--- src/rtl/u2d_pkg.sv ---
// Package: shared constants and helpers for the unsigned-to-double converter.
// Assumes the IEEE-754 binary64 layout (1 sign, 11 exponent, 52 fraction bits).
package u2d_pkg;
    localparam int EXP_W  = 11;
    localparam int FRAC_W = 52;
    localparam int FP_W   = 1 + EXP_W + FRAC_W;
    localparam int BIAS   = (1 << (EXP_W - 1)) - 1;

    // Length select codes; the two upper codes both mean the widest setting.
    typedef enum logic [1:0] {
        LEN_SHORT = 2'b00,
        LEN_MID   = 2'b01,
        LEN_WIDE  = 2'b10,
        LEN_ALT   = 2'b11
    } len_sel_e;

    localparam logic [3:0] RSVD_OK = 4'b1111;

    // Number of active lanes for a length code, capped at the built lane count.
    function automatic int active_lanes(input len_sel_e sel, input int max_lanes);
        int n;
        case (sel)
            LEN_SHORT: n = 2;
            LEN_MID:   n = 4;
            default:   n = 8;
        endcase
        return (n > max_lanes) ? max_lanes : n;
    endfunction
endpackage

--- src/rtl/u2d_lane_conv.sv ---
// Module: one exact unsigned-integer to binary64 converter lane.
// Assumes FRAC_W >= IN_W - 1 so every input is representable with no rounding.
module u2d_lane_conv
    import u2d_pkg::*;
#(
    parameter int IN_W = 32
) (
    input  logic [IN_W-1:0] val_in,
    output logic [FP_W-1:0] fp_out
);
    localparam int PAD_W = FRAC_W - IN_W;

    int                  msb_idx;
    logic [2*IN_W-1:0]   shifted;
    logic [EXP_W-1:0]    exp_f;
    logic [FRAC_W-1:0]   frac_f;

    // Find the position of the highest set bit (leading-one detect).
    always_comb begin
        msb_idx = 0;
        for (int b = 0; b < IN_W; b++) begin
            if (val_in[b]) msb_idx = b;
        end
    end

    // Normalise: move the leading one to bit IN_W, leaving the tail in the low half.
    always_comb begin
        shifted = {{IN_W{1'b0}}, val_in} << (IN_W - msb_idx);
        frac_f  = {shifted[IN_W-1:0], {PAD_W{1'b0}}};
        exp_f   = EXP_W'(BIAS + msb_idx);
    end

    // Pack the fields; zero input maps to positive zero.
    always_comb begin
        if (val_in == '0) fp_out = '0;
        else              fp_out = {1'b0, exp_f, frac_f};
    end
endmodule

--- src/rtl/u2d_lane_wb.sv ---
// Module: per-lane writeback select (converted / prior / zero).
// Assumes lane_on already encodes the length limit for this lane.
module u2d_lane_wb
    import u2d_pkg::*;
(
    input  logic            lane_on,
    input  logic            wr_en,
    input  logic            zero_mode,
    input  logic [FP_W-1:0] conv_val,
    input  logic [FP_W-1:0] prior_val,
    output logic [FP_W-1:0] lane_out
);
    // Pick the lane value from length, write enable and masking mode.
    always_comb begin
        if (!lane_on)       lane_out = '0;
        else if (wr_en)     lane_out = conv_val;
        else if (zero_mode) lane_out = '0;
        else                lane_out = prior_val;
    end
endmodule

--- src/rtl/u2d_vec_cvt.sv ---
// Module: top of the masked packed unsigned-to-double converter.
// Converts LANES unsigned elements to binary64 with write masking, broadcast,
// length limiting and a reserved-field check; outputs registered, one cycle latency.
// Assumes LANES <= 8 so the length codes map onto the built lanes.
module u2d_vec_cvt
    import u2d_pkg::*;
#(
    parameter int LANES = 8,
    parameter int IN_W  = 32
) (
    input  logic                  clk,
    input  logic                  rst_n,
    input  logic [LANES*IN_W-1:0] src_vec,
    input  logic [LANES*FP_W-1:0] prior_dst,
    input  logic [LANES-1:0]      lane_mask,
    input  logic                  mask_off,
    input  logic                  zero_mode,
    input  logic [1:0]            vl_sel,
    input  logic                  bcast,
    input  logic [3:0]            rsvd_field,
    output logic [LANES*FP_W-1:0] result,
    output logic                  bad_enc
);
    localparam int DST_W = LANES * FP_W;

    int               n_active;
    logic [DST_W-1:0] res_next;

    // Decode the length code into an active lane count.
    always_comb begin
        n_active = active_lanes(len_sel_e'(vl_sel), LANES);
    end

    generate
        for (genvar j = 0; j < LANES; j++) begin : g_lane
            logic [IN_W-1:0] elem;
            logic [FP_W-1:0] conv;
            logic            on_j;

            // Choose own element or the broadcast low element.
            always_comb begin
                elem = bcast ? src_vec[IN_W-1:0] : src_vec[j*IN_W +: IN_W];
                on_j = (j < n_active);
            end

            u2d_lane_conv #(.IN_W(IN_W)) conv_i (
                .val_in (elem),
                .fp_out (conv)
            );

            u2d_lane_wb wb_i (
                .lane_on   (on_j),
                .wr_en     (mask_off | lane_mask[j]),
                .zero_mode (zero_mode),
                .conv_val  (conv),
                .prior_val (prior_dst[j*FP_W +: FP_W]),
                .lane_out  (res_next[j*FP_W +: FP_W])
            );
        end
    endgenerate

    // Register the result and the encoding flag; synchronous active-low reset.
    always_ff @(posedge clk) begin
        if (!rst_n) begin
            result  <= '0;
            bad_enc <= 1'b0;
        end else begin
            result  <= res_next;
            bad_enc <= (rsvd_field != RSVD_OK);
        end
    end
endmodule

--- config.mk ---
export PLATFORM = sky130hd
export DESIGN_NAME = u2d_vec_cvt
export DESIGN_NICKNAME = d
export VERILOG_FILES = /design/src/rtl/u2d_pkg.sv /design/src/rtl/u2d_lane_conv.sv /design/src/rtl/u2d_lane_wb.sv /design/src/rtl/u2d_vec_cvt.sv
export SDC_FILE = /design/constraint.sdc
export NUM_CORES = 2
export LEC_CHECK = 0
export BUFFER_PORTS_ARGS = -buffer_cell sky130_fd_sc_hd__buf_2
export CAP_MARGIN = 40
export CELL_PAD_IN_SITES_DETAIL_PLACEMENT = 0
export CELL_PAD_IN_SITES_GLOBAL_PLACEMENT = 1
export CORE_AREA = 2 2 510 512
export CTS_BUF_LIST = sky130_fd_sc_hd__clkbuf_2 sky130_fd_sc_hd__clkbuf_4 sky130_fd_sc_hd__clkbuf_8
export DETAILED_ROUTE_END_ITERATION = 10
export DIE_AREA = 0 0 512 514
export GPL_TIMING_DRIVEN = 0
export PLACE_DENSITY = 0.41
export SETUP_SLACK_MARGIN = 0.15
export SYNTH_ARGS = -nofsm -noshare
export SYNTH_HDL_FRONTEND = slang
export SYNTH_HIERARCHICAL = 1
export SYNTH_SLANG_ARGS = --single-unit
--- constraint.sdc ---
create_clock -name clk -period 5.63 [get_ports clk]
set_input_delay 0.8445 -clock clk [delete_from_list [all_inputs] [get_ports clk]]
set_output_delay 0.8445 -clock clk [all_outputs]
set_load 0.02 [all_outputs]
-- Word-level counts from Yosys, hierarchy flattened
Cells that the tools add are included.
- flip-flop bits (word level): 513
- bits in latches: 0
- memory bits (writable): 0
- bits in read-only memories: 0
- input port bits: 787
- output and inout bits: 513
- memories kept: 0
- add/subtract/negate cells: 16
- multiply operators: 0
- divide/modulo/power cells: 0
- magnitude comparators: 9
- eq/ne operators: 2
- shifts and indexed selects: 8
- mux-type cells: 281
- bitwise gates (word level): 8
- reduce and logical (&&, ||, !) cells: 17
- operators by type and width (operator ; number):
    $mux 64 ; 16
    $mux 5 ; 128
    $mux 63 ; 8
    $logic_not 32->1 ; 8
    $mux 32 ; 8
    $mux 4 ; 64
    $shl 32x32->32 ; 8
    $lt 4x32->1 const A ; 4
    $mux 3 ; 32
    $add 10x5->11 const A ; 8
    $lt 3x32->1 const A ; 2
    $sub 6x5->7 const A ; 8
    $gt 32x5->1 const B ; 1
    $lt 1x32->1 const A ; 1
    $lt 2x32->1 const A ; 1
    $mux 2 ; 16
    $reduce_and 2->1 ; 8
    $mux 1 ; 8
    $or 1x1->1 ; 8
    $pmux 4 s2 ; 1
    $ne 4x4->1 const B ; 1
    $eq 2x1->1 const B ; 1
    $logic_not 2->1 ; 1

-- Logic depth before layout (Yosys ltp)
- depth in word-level cells: 36
- mapped depth: 23

-- Hierarchy
Netlist, hierarchy kept.
- by module, submodules not included (module ; instances ; cells each ; area an instance (µm²)):
    u2d_lane_conv ; 8 ; 361 ; 2735.1
    u2d_vec_cvt ; 1 ; 1607 ; 16119.2
    u2d_lane_wb ; 8 ; 89 ; 857.1

-- Least setup slack after synthesis
Ideal clock, no wire load.
- path kind: input port to flip-flop
- start point: input bcast
- end point: register result[368]
- setup time: 0.115 ns
- data arrival time: 4.993 ns
- data required time: 5.515 ns
- slack: 0.523 ns
- cell stages on the path: 19
- buffers on the path: 6
- cell sequence: buf_2 buf_2 o21ai_0 nor2_1 a221oi_1 nor4_1 o21ai_4 a21o_1 buf_6 inv_8 buf_12 ha_1 clkbuf_1 clkbuf_1 mux4_2 a32o_1 a211o_1 a32o_1 and2_1
- elaborated cells on any way between the ends: 37
- those cells by class: add/sub: 1; shift: 1; mux: 34; reduce/logical: 1
- RTL lines (element ; RTL line ; RTL):
    start: declaration ; u2d_vec_cvt.sv:19 ; input logic bcast,
    $mux 32 (*) ; u2d_vec_cvt.sv:42 ; elem = bcast ? src_vec[IN_W-1:0] : src_vec[j*IN_W +: IN_W];
    via g_lane[5].elem[5] ; u2d_vec_cvt.sv:36 ; logic [IN_W-1:0] elem;
    $mux 3 (3 in series) ; u2d_lane_conv.sv:22 ; if (val_in[b]) msb_idx = b;
    $mux 4 (8 in series) ; u2d_lane_conv.sv:22 ;
    $mux 5 (16 in series) ; u2d_lane_conv.sv:22 ;
    $sub 6x5->7 ; u2d_lane_conv.sv:28 ; shifted = {{IN_W{1'b0}}, val_in} << (IN_W - msb_idx);
    $shl 32x32->32 ; u2d_lane_conv.sv:28 ;
    $mux 63 (*) ; u2d_lane_conv.sv:35 ; if (val_in == '0) fp_out = '0;
    via g_lane[5].conv[48] ; u2d_vec_cvt.sv:37 ; logic [FP_W-1:0] conv;
    $mux 64 (*) ; u2d_lane_wb.sv:16 ; else if (wr_en) lane_out = conv_val;
    end signal: assignment ; u2d_vec_cvt.sv:68 ; result <= res_next;
    end: declaration ; u2d_vec_cvt.sv:21 ; output logic [LANES*FP_W-1:0] result,
Mark *: on every way through the listed nets, which the timed path passes. The rest lies on a longest branch.
A chain may end at the register's enable or synchronous reset.

-- Final worst setup path
- start point: input bcast
- end point: register result[431]
- elaborated cells on any way between the ends: 37
- those cells by class: add/sub: 1; shift: 1; mux: 34; reduce/logical: 1
- RTL lines (element ; RTL line):
    $mux 32 (*) ; u2d_vec_cvt.sv:42
    via g_lane[6].elem[26] ; u2d_vec_cvt.sv:36
    $mux 5 (6 in series) ; u2d_lane_conv.sv:22
    $sub 6x5->7 ; u2d_lane_conv.sv:28
    $shl 32x32->32 ; u2d_lane_conv.sv:28
    $mux 63 (*) ; u2d_lane_conv.sv:35
    via g_lane[6].conv[47] ; u2d_vec_cvt.sv:37
    $mux 64 (*) ; u2d_lane_wb.sv:16
Marks and branches as above.

==> results.py <==
metrics = {
    "critical_path": {
        "end_kind": "register",
        "cp_cell_sequence": "buf_4, buf_4, o21ai_0, inv_2, a221oi_2, o41ai_2, and2_4, a21o_1, buf_6, inv_8, buf_12, ha_1, xor2_1, clkbuf_2, clkbuf_1, nand2_1, a2bb2oi_1, a221oi_1, a32o_1, and2_1",
        "crit_slowest_cell": "o21ai_0",
        "crit_type": "in2reg",
        "worst-path-max-fanout": 10,
        "max_stage_delay_ps": 620,
        "start_kind": "input pin",
        "crit_top_cell": "buf_4",
        "critPathRequiredTime_ps": 6410,
        "crit_arrival_ps": 6330,
    },
    "clock_network": {
        "cts_root_buf": "clkbuf_8",
        "cts_hold_buf": 0,
        "postCtsSetupBuffers": 0,
        "clock-sinks": 513,
        "numCtsBuffers": 104,
        "cts.path.max_buffers": 3,
        "cts_max_level": 3,
        "clkTransAtPathRegs_ps": 60,
        "cts_tree": "yes",
    },
    "sta": {
        "drv_slew": 0,
        "period_share": 0.985,
        "fin_crit_ps": 5550,
        "slew_headroom": 0.322,
        "hold_viol": 0,
        "setup_ws_ps": 82.6,
        "rsz0062_at_grt": "true",
        "finalSetupViolCount": 0,
        "clock.fmax_mhz": 180,
        "worst_slew_pin_slew_ps": 1010,
    },
    "yosys": {
        "ys_seq_area_frac": 0.229,
        "synth_ff_type": "dfxtp_1",
        "async_flop_share": 0,
        "postSynthAreaPerCell_um2": 8.61,
        "synth.distinct_cells": 79,
        "synthCells": 5207,
        "syn_area_um2": 44900,
        "synth-edff-count": 0,
        "synth-seq-cells": 513,
        "ys_warn_count": 6,
    },
    "placement": {
        "placed_cell_area_um2": 57200,
        "hpwl_um": 248000,
        "dp_slack_ps": -1840,
        "place_congestion": 0.917,
        "portBuffers": 1297,
        "dp_cells": 10200,
    },
    "hold_path": {
        "hp-class": "in2reg",
    },
    "drt": {
        "vias_per_cell": 4.85,
        "num_vias": 50600,
        "drt_iter0_drc": 4127,
        "ant_nets": 0,
        "wl_um": 294000,
        "drt_pass1_iterations": 6,
        "wl_per_cell_um": 28.2,
        "drcViolationCount": 0,
    },
    "grt": {
        "grt_pass1_wl_um": 403000,
        "grt_pass1_vias": 49400,
        "grt_usage": 0.213,
        "overflow": 0,
        "grt_max_degree": 17,
        "antenna_found_initial": 216,
    },
    "finish": {
        "multi_input_area_um2": 29600,
        "fill_cells": 28900,
        "fin_nets": 7676,
        "stdcell_area_um2": 60100,
        "final_cell_mix": "1,461 x buf_2, 536 x and2_1, 513 x dfxtp_1",
        "layout-drive-gt1-share": 0.360,
        "instances_no_fill": 10400,
        "fin_util": 0.233,
        "seqCellArea_um2": 10300,
        "layout_commonest_cell": "buf_2",
        "areaGrowthSynthToFinish_pct": 34.0,
    },
    "die": {
        "ios": 1300,
        "chipWidth_um": 512,
        "rows": 187,
        "core_area_um2": 258000,
        "initial_core_util": 0.174,
        "die_h_um": 514,
        "die-area_um2": 263000,
    },
    "pwr": {
        "power.density_nw_per_um2": 258,
        "vdd_ir_drop_max_mv": 0.182,
        "finalPower_mw": 15.5,
        "p_leak_nw": 27.2,
    },
    "run": {
        "maxCapViolations": 0,
    },
    "status": {
        "status": "complete, no violations",
    },
}
[sequential cells by signal, summed over array words and instances (netlist names)]
| register | cells |
|---|---|
| result | 512 |
| bad_enc | 1 |
[critical path, delay by kind of cell]
kind / cells / cell delay, ps
fa+ha+maj: 1 / 320
buf+inv: 8 / 1650
compound gates: 7 / 2490
xor+xnor: 1 / 380
simple gates: 3 / 590
[path summary, 6_finish.rpt]
kind          start                     end  slack [ps]  depth (start not counted)
max           bcast  result[431]$_SDFF_PN0_          80                         20
min   rsvd_field[0]      bad_enc$_SDFF_PN0_         210                          2
[cells by family (layout without fill, tap and decap cells)]
family                     after synthesis  count (layout)  synth area share
AOI/OAI and AO/OA                     1625            1625             0.289
xor gates and xnor gates                48              48            0.0187
adders and majority gates               18              18           0.00502
buffers and inverters                 1015            2597             0.132
DFF                                    513             513             0.229
muxes                                  432             432             0.137
other                                    9             255          0.000753
and+or+nand+nor                       1547            1547             0.188
[cell usage after synthesis, types with 32 or more instances]
cell / n / area share
and2_1: 536 / 0.075
dfxtp_1: 513 / 0.23
a32o_1: 512 / 0.11
nor2_1: 360 / 0.030
o21ai_0: 350 / 0.039
inv_1: 346 / 0.029
mux2i_1: 216 / 0.048
buf_4: 185 / 0.031
nand2_1: 181 / 0.015
clkbuf_1: 164 / 0.014
a21oi_1: 144 / 0.016
buf_6: 120 / 0.030
a211oi_1: 112 / 0.019
nor3_1: 104 / 0.012
buf_2: 97 / 0.011
mux2_2: 88 / 0.022
mux4_2: 72 / 0.036
nor4_1: 64 / 0.0089
a221oi_1: 48 / 0.0094
mux4_1: 48 / 0.028
nand3_1: 48 / 0.0054
o31ai_1: 48 / 0.0080
clkbuf_2: 47 / 0.0052
a211o_1: 40 / 0.0078
nor2b_1: 40 / 0.0056
or4_1: 40 / 0.0067
o21ai_1: 34 / 0.0038
nand2b_1: 33 / 0.0046
a2111oi_0: 32 / 0.0062
and3_1: 32 / 0.0045
[routing by layer]
| metal | up-vias | track usage | routed length [um] |
|---|---|---|---|
| met2 | 2325 | 0.341 | 135000 |
| li1 | 22700 | - | - |
| met5 | - | 0 | 584 |
| met3 | 478 | 0.0511 | 22200 |
| met1 | 25000 | 0.281 | 129000 |
| met4 | 90 | 0.0645 | 8040 |
[power by group]
| part | switching [mW] | total [mW] | leakage, nW | internal [mW] |
|---|---|---|---|---|
| Combinational | 4.41 | 7.14 | 21.8 | 2.73 |
| Sequential | 0.0804 | 4.00 | 4.21 | 3.92 |
| Clock | 1.93 | 4.39 | 1.24 | 2.47 |
[through the flow]
step                      hold WS, ps  TNS, ps
after global routing              156        0
after detailed placement         1060  -235420
after floorplan                   963        0
final                             212        0
after CTS                         112        0
after global placement           1050  -435550
[repair_timing]
| item | in CTS | in global routing |
|---|---|---|
| endpoints found under the setup margin | 184 | 169 |
| pin swaps | 0 | 1 |
| gates resized for setup | 58 | 106 |
[final cells by class]
type / instances / area share
clock inverters: 28 / 0.00456
plain buffers: 637 / 0.0747
inverters: 378 / 0.0246
clock buffers: 163 / 0.0341
repair buffers: 1391 / 0.124
diodes: 79 / 0.00329
multi-input cells: 3846 / 0.493
well taps: 3402 / 0.0708
flip-flops and latches: 513 / 0.171
No activity file was read; power rests on OpenSTA's default activity.
